## config.mk

```make
export PLATFORM = sky130hd
export DESIGN_NAME = uart_dma_ctrl
export DESIGN_NICKNAME = d
export VERILOG_FILES = /design/src/rtl/uart_dma_pkg.sv /design/src/rtl/uart_dma_route.sv /design/src/rtl/uart_dma_req.sv /design/src/rtl/uart_dma_ctrl.sv
export SDC_FILE = /design/constraint.sdc
export NUM_CORES = 1
export LEC_CHECK = 0
export ABC_AREA = 0
export CAP_MARGIN = 30
export CORE_MARGIN = 1
export CORE_UTILIZATION = 27
export CTS_BUF_LIST = sky130_fd_sc_hd__clkbuf_16
export DETAILED_ROUTE_END_ITERATION = 7
export PLACE_DENSITY_LB_ADDON = 0.12
export RECOVER_POWER = 50
export SKIP_LAST_GASP = 1
export SLEW_MARGIN = 20
export SYNTH_ARGS = -nofsm -noshare
export SYNTH_HDL_FRONTEND = slang
export SYNTH_SLANG_ARGS = --single-unit
```

## constraint.sdc

```tcl
create_clock -name clk -period 1.45 [get_ports clk]
set_input_delay 0.435 -clock clk [delete_from_list [all_inputs] [get_ports clk]]
set_output_delay 0.435 -clock clk [all_outputs]
set_load 0.01 [all_outputs]
```

## src/rtl/uart_dma_pkg.sv

```systemverilog
package uart_dma_pkg;

    // Request tracker state: live request and last-cycle start condition
    typedef struct packed {
        logic req;
        logic armed;
    } req_state_t;

    // Sticky DMA error flags
    typedef struct packed {
        logic ovf;
        logic unf;
    } err_state_t;

endpackage

```

## src/rtl/uart_dma_route.sv

```systemverilog
module uart_dma_route
    import uart_dma_pkg::*;
#(
    parameter int DEPTH = 128,
    parameter int AW    = 3,
    localparam int LVL_W = $clog2(DEPTH + 1)
) (
    input  logic             clk,
    input  logic             rst_n,
    input  logic             dack_n,
    input  logic             aen,
    input  logic             cs_n,
    input  logic [AW-1:0]    addr,
    input  logic             wr_stb,
    input  logic             rd_stb,
    input  logic [LVL_W-1:0] tx_level,
    input  logic [LVL_W-1:0] rx_level,
    output logic             dma_cycle,
    output logic             tx_push,
    output logic             rx_pop,
    output logic             reg_wr,
    output logic             reg_rd,
    output logic [AW-1:0]    reg_addr,
    output logic             tx_ovf,
    output logic             rx_unf
);

    localparam logic [LVL_W-1:0] FULL_LVL = LVL_W'(DEPTH);

    err_state_t err_d, err_q;
    logic       tx_full, rx_empty;
    logic       bad_wr, bad_rd;

    always_comb begin
        dma_cycle = !dack_n && aen;
        tx_full   = (tx_level >= FULL_LVL);
        rx_empty  = (rx_level == '0);
        tx_push   = dma_cycle && wr_stb && !tx_full;
        rx_pop    = dma_cycle && rd_stb && !rx_empty;
        bad_wr    = dma_cycle && wr_stb && tx_full;
        bad_rd    = dma_cycle && rd_stb && rx_empty;
        reg_wr    = !dma_cycle && !cs_n && wr_stb;
        reg_rd    = !dma_cycle && !cs_n && rd_stb;
        reg_addr  = addr;

        err_d     = err_q;
        if (bad_wr) err_d.ovf = 1'b1;
        if (bad_rd) err_d.unf = 1'b1;
    end

    always_ff @(posedge clk or negedge rst_n) begin
        if (!rst_n) err_q <= '0;
        else        err_q <= err_d;
    end

    assign tx_ovf = err_q.ovf;
    assign rx_unf = err_q.unf;


    ovf_sticky_chk: assert property (@(posedge clk) disable iff (!rst_n)
        tx_ovf |=> tx_ovf);

    unf_sticky_chk: assert property (@(posedge clk) disable iff (!rst_n)
        rx_unf |=> rx_unf);

    ovf_set_chk: assert property (@(posedge clk) disable iff (!rst_n)
        (dma_cycle && wr_stb && tx_level == FULL_LVL) |=> tx_ovf);

endmodule

```

## src/rtl/uart_dma_req.sv

```systemverilog
module uart_dma_req
    import uart_dma_pkg::*;
#(
    parameter int DEPTH = 128,
    parameter bit IS_TX = 1'b1,
    localparam int LVL_W = $clog2(DEPTH + 1)
) (
    input  logic             clk,
    input  logic             rst_n,
    input  logic             en,
    input  logic             tc,
    input  logic [LVL_W-1:0] level,
    input  logic [LVL_W-1:0] trig,
    output logic             req_pin
);

    localparam logic [LVL_W-1:0] FULL_LVL = LVL_W'(DEPTH);

    req_state_t st_d, st_q;
    logic       start;
    logic       rdy_n;

    // Direction variant: start condition and ready-status polarity
    generate
        if (IS_TX) begin : g_tx
            assign start = (level <= trig);
            assign rdy_n = (level == FULL_LVL);
        end else begin : g_rx
            logic unused_trig;
            assign unused_trig = ^trig;
            assign start = (level != '0);
            assign rdy_n = (level == '0);
        end
    endgenerate

    always_comb begin
        st_d       = st_q;
        st_d.armed = en && start;
        st_d.req   = en && !tc && start && (!st_q.armed || st_q.req);
    end

    always_ff @(posedge clk or negedge rst_n) begin
        if (!rst_n) st_q <= '0;
        else        st_q <= st_d;
    end

    assign req_pin = en ? st_q.req : rdy_n;


    tc_clear_chk: assert property (@(posedge clk) disable iff (!rst_n)
        tc |=> !st_q.req);

    rise_cause_chk: assert property (@(posedge clk) disable iff (!rst_n)
        $rose(st_q.req) |-> ($past(start) && $past(en)));

    fall_cause_chk: assert property (@(posedge clk) disable iff (!rst_n)
        $fell(st_q.req) |-> ($past(tc) || !$past(start) || !$past(en)));

endmodule

```

## src/rtl/uart_dma_ctrl.sv

```systemverilog
module uart_dma_ctrl
    import uart_dma_pkg::*;
#(
    parameter int DEPTH = 128,
    parameter int AW    = 3,
    localparam int LVL_W = $clog2(DEPTH + 1)
) (
    input  logic             clk,
    input  logic             rst_n,
    input  logic             tx_dma_en,
    input  logic             rx_dma_en,
    input  logic [LVL_W-1:0] tx_trig,
    input  logic [LVL_W-1:0] tx_level,
    input  logic [LVL_W-1:0] rx_level,
    input  logic             dack_n,
    input  logic             aen,
    input  logic             tc,
    input  logic             cs_n,
    input  logic [AW-1:0]    addr,
    input  logic             wr_stb,
    input  logic             rd_stb,
    output logic             tx_push,
    output logic             rx_pop,
    output logic             reg_wr,
    output logic             reg_rd,
    output logic [AW-1:0]    reg_addr,
    output logic             tx_req_pin,
    output logic             rx_req_pin,
    output logic             tx_ovf,
    output logic             rx_unf
);

    logic dma_cycle;

    uart_dma_route #(.DEPTH(DEPTH), .AW(AW)) u_route (
        .clk      (clk),
        .rst_n    (rst_n),
        .dack_n   (dack_n),
        .aen      (aen),
        .cs_n     (cs_n),
        .addr     (addr),
        .wr_stb   (wr_stb),
        .rd_stb   (rd_stb),
        .tx_level (tx_level),
        .rx_level (rx_level),
        .dma_cycle(dma_cycle),
        .tx_push  (tx_push),
        .rx_pop   (rx_pop),
        .reg_wr   (reg_wr),
        .reg_rd   (reg_rd),
        .reg_addr (reg_addr),
        .tx_ovf   (tx_ovf),
        .rx_unf   (rx_unf)
    );

    uart_dma_req #(.DEPTH(DEPTH), .IS_TX(1'b1)) u_tx_req (
        .clk    (clk),
        .rst_n  (rst_n),
        .en     (tx_dma_en),
        .tc     (tc),
        .level  (tx_level),
        .trig   (tx_trig),
        .req_pin(tx_req_pin)
    );

    uart_dma_req #(.DEPTH(DEPTH), .IS_TX(1'b0)) u_rx_req (
        .clk    (clk),
        .rst_n  (rst_n),
        .en     (rx_dma_en),
        .tc     (tc),
        .level  (rx_level),
        .trig   (tx_trig),
        .req_pin(rx_req_pin)
    );


    dma_excl_chk: assert property (@(posedge clk) disable iff (!rst_n)
        (!dack_n && aen) |-> (!reg_wr && !reg_rd));

    no_push_outside_chk: assert property (@(posedge clk) disable iff (!rst_n)
        !dma_cycle |-> (!tx_push && !rx_pop));

endmodule

```

Word-level counts from Yosys, hierarchy flattened
Cells that the tools add are included.
{"block": "word_totals", "regBits": 6, "out_inout_bits": 11}
{"block": "op_classes", "magnitude_cmp": 2, "eq_ne": 1, "n_mux": 2, "n_reduce_logical": 30}
{"op": "1-bit logical AND", "n": 18}
{"op": "8-bit equality test (second input constant)", "n": 1}
{"op": "8-bit greater-or-equal comparator (second input constant)", "n": 1}
{"op": "8-bit <= comparator", "n": 1}
{"op": "1-bit zero test", "n": 8}
{"op": "8-bit zero test", "n": 1}
{"op": "8-bit nonzero test", "n": 1}
{"op": "1-bit logical OR", "n": 2}
{"op": "1-bit two-way mux", "n": 2}

Depth between registers and ports, before layout
{"block": "depth", "depth_word": 5, "depth_mapped": 6, "depth_no_buf": 6}

Cells and area by module
A second synthesis with hierarchy kept.
{"block": "hier_totals", "cells_unflattened": 63, "area_unflattened_um2": 578.1}
{"mod": "uart_dma_req at u_tx_req", "n_inst": 1, "cells_per_inst": 38, "area_each_um2": 297.8, "seq_area_each_um2": 50.0}
{"mod": "uart_dma_route", "n_inst": 1, "cells_per_inst": 15, "area_each_um2": 166.4, "seq_area_each_um2": 50.0}
{"mod": "uart_dma_req at u_rx_req", "n_inst": 1, "cells_per_inst": 10, "area_each_um2": 113.9, "seq_area_each_um2": 50.0}

Least setup slack after synthesis
OpenSTA, ideal clock, no wires.
{"block": "synth_timing", "path_kind": "input-to-output", "from": "input rx_level[5]", "to": "output rx_req_pin", "arrival_time_ps": 1033, "t_required_ps": 1015, "path_slack_ps": -18, "cell_stages": 3, "cell_sequence": "nor4_2 > nand2_1 > o21ai_1"}
{"block": "synth_via", "elab_chain_len": 2}
{"item": "from (decl)", "line": "uart_dma_ctrl.sv:14", "source": "input logic [LVL_W-1:0] rx_level,"}
{"item": "8-bit zero test", "line": "uart_dma_req.sv:32", "source": "assign rdy_n = (level == '0);"}
{"item": "1-bit two-way mux", "line": "uart_dma_req.sv:47", "source": "assign req_pin = en ? st_q.req : rdy_n;"}
{"item": "to (decl)", "line": "uart_dma_ctrl.sv:28", "source": "output logic rx_req_pin,"}
No other way between the ends.

Worst setup path in the final report
{"block": "layout_timing", "from": "input rx_level[7]", "to": "output rx_req_pin"}
Same word-level chain as after synthesis.

==> impl_metrics.json <==
{
  "overflow": 0,
  "antenna_cells": 0,
  "layout_setup_ws_ps": -298,
  "hold_depth": 1,
  "ys_seq_area_share_pct": 27.8,
  "grt_pass1_wl_um": 2590,
  "ys_warn_count": 0,
  "cpMaxStageDelayCell": "nor4_4",
  "syn_area_sq_um": 541,
  "num-nets-final": 162,
  "utilization_pct": 69.0,
  "sw_frac_of_total_pct": 22.5,
  "cts_tree": "done",
  "drive_above_1_share_pct": 55.7,
  "die_area_sq_um": 2180,
  "min_path_type": "flop to flop",
  "total_power_uw": 873,
  "area_growth_pct": 130,
  "path_max_fanout": 2,
  "grt_use_total_pct": 16.8,
  "finClkSkew_ps": 0.942,
  "cp.arrival_ps": 1310,
  "start_kind": "input port",
  "p_leak_nw": 0.574,
  "wl_per_cell_um": 12.0,
  "cts-buffers-inserted": 3,
  "portBuffers": 41,
  "hold_viol_final": 0,
  "core_area_sq_um": 1800,
  "fmaxAchievable_ghz": 0.572,
  "route.detailed.drc": 0,
  "drt_pass1_iterations": 3,
  "synth.distinct_cells": 25,
  "finalCriticalPeriod_ps": 1750,
  "p_sw_uw": 197,
  "slew-limit-headroom_pct": 79.0,
  "grt_pass1_vias": 630,
  "seqPwrFrac_pct": 20.8,
  "setup_viol": 3,
  "antenna_found_initial": 0,
  "tightest_slew_ps": 315,
  "peakVddDrop_v": 0.000687,
  "final.period_utilization_pct": 121,
  "share_comb_of_total_power_pct": 28.3,
  "pre_cts_slack_ps": -1000,
  "clockBufferDepth": 2,
  "grt_start_max_net_pins": 7,
  "cts-root-buf": "clkbuf_16",
  "required_ps": 1020,
  "crit_path_end_kind": "output pin",
  "drt-vias-per-instance": 4.68,
  "p_int_uw": 676,
  "whs_ps": 456,
  "path_clk_slew_ps": 30,
  "place.gp.congestion": 0.722,
  "layout.cells.non_filler": 140,
  "place_inst": 132,
  "die_w_um": 46.7,
  "path_class": "input port to output pin",
  "drt-initial-drc-count": 3,
  "hpwl_um": 1180,
  "r2r_slack_ps": 660,
  "synthCells": 63,
  "rows": 15,
  "rsz0062_at_grt": "yes",
  "routed_wl_um": 1670,
  "cp_common_cell": "buf_2",
  "timing.critical_path.slowest_cell_delay_ps": 280,
  "violations": "negative setup slack",
  "status": "complete, but fails checks",
  "insertion_delay_ps": 230,
  "r2r_cells": 4,
  "max-cap-violations": 0,
  "cts_num_sinks": 6,
  "pin_count": 48,
  "cts_hold_buf": 0,
  "synth_area_per_cell_sq_um": 8.58,
  "synth_seq_cells": 6,
  "route.vias.total": 655,
  "antenna_left": 0,
  "h-tree-depth": 1,
  "dieHeight_um": 46.7,
  "p_per_area_nw_per_um2": 703,
  "drv_slew": 0,
  "start_util_pct": 30.0,
  "crit_path_cell_trace": "buf_2 > nor4_4 > nand2_1 > buf_6 > o21ai_2 > buf_2",
  "syn-num-nets": 108,
  "clkPwrFrac_pct": 50.9
}
## final timing paths
check,end,from
setup reg to reg,u_tx_req.st_q[1]$_DFF_PN0_,u_tx_req.st_q[1]$_DFF_PN0_
max in group asynchronous,u_rx_req.st_q[0]$_DFF_PN0_,rst_n
hold reg to reg,u_route.tx_ovf$_DFFE_PN0P_,u_route.tx_ovf$_DFFE_PN0P_
hold / removal,u_route.tx_ovf$_DFFE_PN0P_,u_route.tx_ovf$_DFFE_PN0P_
min in group asynchronous,u_tx_req.st_q[1]$_DFF_PN0_,rst_n
setup / recovery,rx_req_pin,rx_level[7]
## power by group through the flow
stage / registers (mW) / logic, mW / clock network [mW]
floorplan: 0.184 / 0.0750 / 0
global placement: 0.183 / 0.205 / 0
detailed placement: 0.183 / 0.209 / 0
CTS: 0.182 / 0.226 / 0.452
global route: 0.182 / 0.271 / 0.463
finish: 0.181 / 0.247 / 0.444
## routing by layer
layer | wire, um | global-route usage [%] | vias up
li1 | - | - | 326
met1 | 678 | 21.2 | 302
met2 | 864 | 28.6 | 25
met3 | 119 | 5.00 | 2
met4 | 10 | 3.43 | 0
met5 | 0 | 0 | -
## cells in the mapped netlist
library cell / n / area share (%)
inv_1: 9 / 6.2
nor4b_1: 1 / 1.6
nand2_1: 6 / 4.2
a21oi_1: 4 / 3.7
and2_1: 2 / 2.3
a211oi_1: 1 / 1.4
buf_4: 3 / 4.2
o21ai_1: 2 / 1.9
nor3b_1: 1 / 1.4
nor3b_2: 1 / 2.3
nor2b_1: 3 / 3.5
a31o_2: 1 / 1.6
a21o_1: 1 / 1.4
a41o_1: 1 / 1.9
nor2_1: 3 / 2.1
and3_1: 1 / 1.2
nor4_1: 1 / 1.2
nor3_1: 1 / 0.93
nand3_1: 1 / 0.93
nand4_1: 2 / 2.3
nor4_2: 2 / 4.6
o211ai_1: 1 / 1.4
dfrtp_1: 6 / 28
ha_1: 8 / 19
and2_4: 1 / 1.6
## layout by cell type (no fill, tap or decap), drive strengths merged
| cell | count |
|---|---|
| clkbuf | 7 |
| and2 | 3 |
| dfrtp | 6 |
| nor2 | 3 |
| a31o | 1 |
| nor3 | 1 |
| clkdlybuf4s15 | 9 |
| nor4 | 3 |
| nor2b | 3 |
| ha | 8 |
| nand4 | 2 |
| and3 | 1 |
| a21oi | 4 |
| nand2 | 6 |
| o211ai | 1 |
| nor4b | 1 |
| nand3 | 1 |
| a41o | 1 |
| a21o | 1 |
| dlygate4sd3 | 1 |
| dlygate4sd2 | 9 |
| nor3b | 2 |
| buf | 26 |
| o21ai | 2 |
| a211oi | 1 |
| inv | 9 |
| clkdlybuf4s50 | 3 |
## sequential cells by signal (all words and copies together), names as in the netlist
signal          flops
u_rx_req.st_q       2
u_tx_req.st_q       2
u_route.rx_unf      1
u_route.tx_ovf      1
## cell type report
class	count	area, sq um
clock buffers	3	75.1
fillers	139	559
inverters	9	33.8
multi-input cells	45	512
flip-flops and latches	6	150
well taps	25	31.3
repair buffers	52	440
## worst max-delay path: cells and delay by family
kind	cells	cell delay, ps
AO/OA/AOI/OAI	1	90
AND/OR/NAND/NOR	2	410
buffers and inverters	3	380
## logic make-up (layout without fill, tap and decap cells)
| kind of cell | count (synthesis) | in the layout | share of synthesized area, % |
|---|---|---|---|
| and+or+nand+nor | 26 | 26 | 30.1 |
| buffers and inverters | 12 | 64 | 10.4 |
| AOI/OAI and AO/OA | 11 | 11 | 13.2 |
| adders and majority gates | 8 | 8 | 18.5 |
| DFF | 6 | 6 | 27.8 |
## through the flow
step           setup TNS, ps  area [sq um]
2_1_floorplan          -27.1           541
3_3_place_gp           -7180          1000
3_5_place_dp           -7220          1000
4_1_cts                -1020          1190
5_1_grt                -1180          1240
6_report                -815          1240
## what timing repair did
| item | 4_1_cts | 5_1_grt |
|---|---|---|
| endpoints found under the setup margin | 11 | 8 |
| resized for setup | 113 | 25 |
| pin swaps | 21 | 19 |
| buffers inserted | 5 | 2 |
No activity file was read; power rests on OpenSTA's default activity.
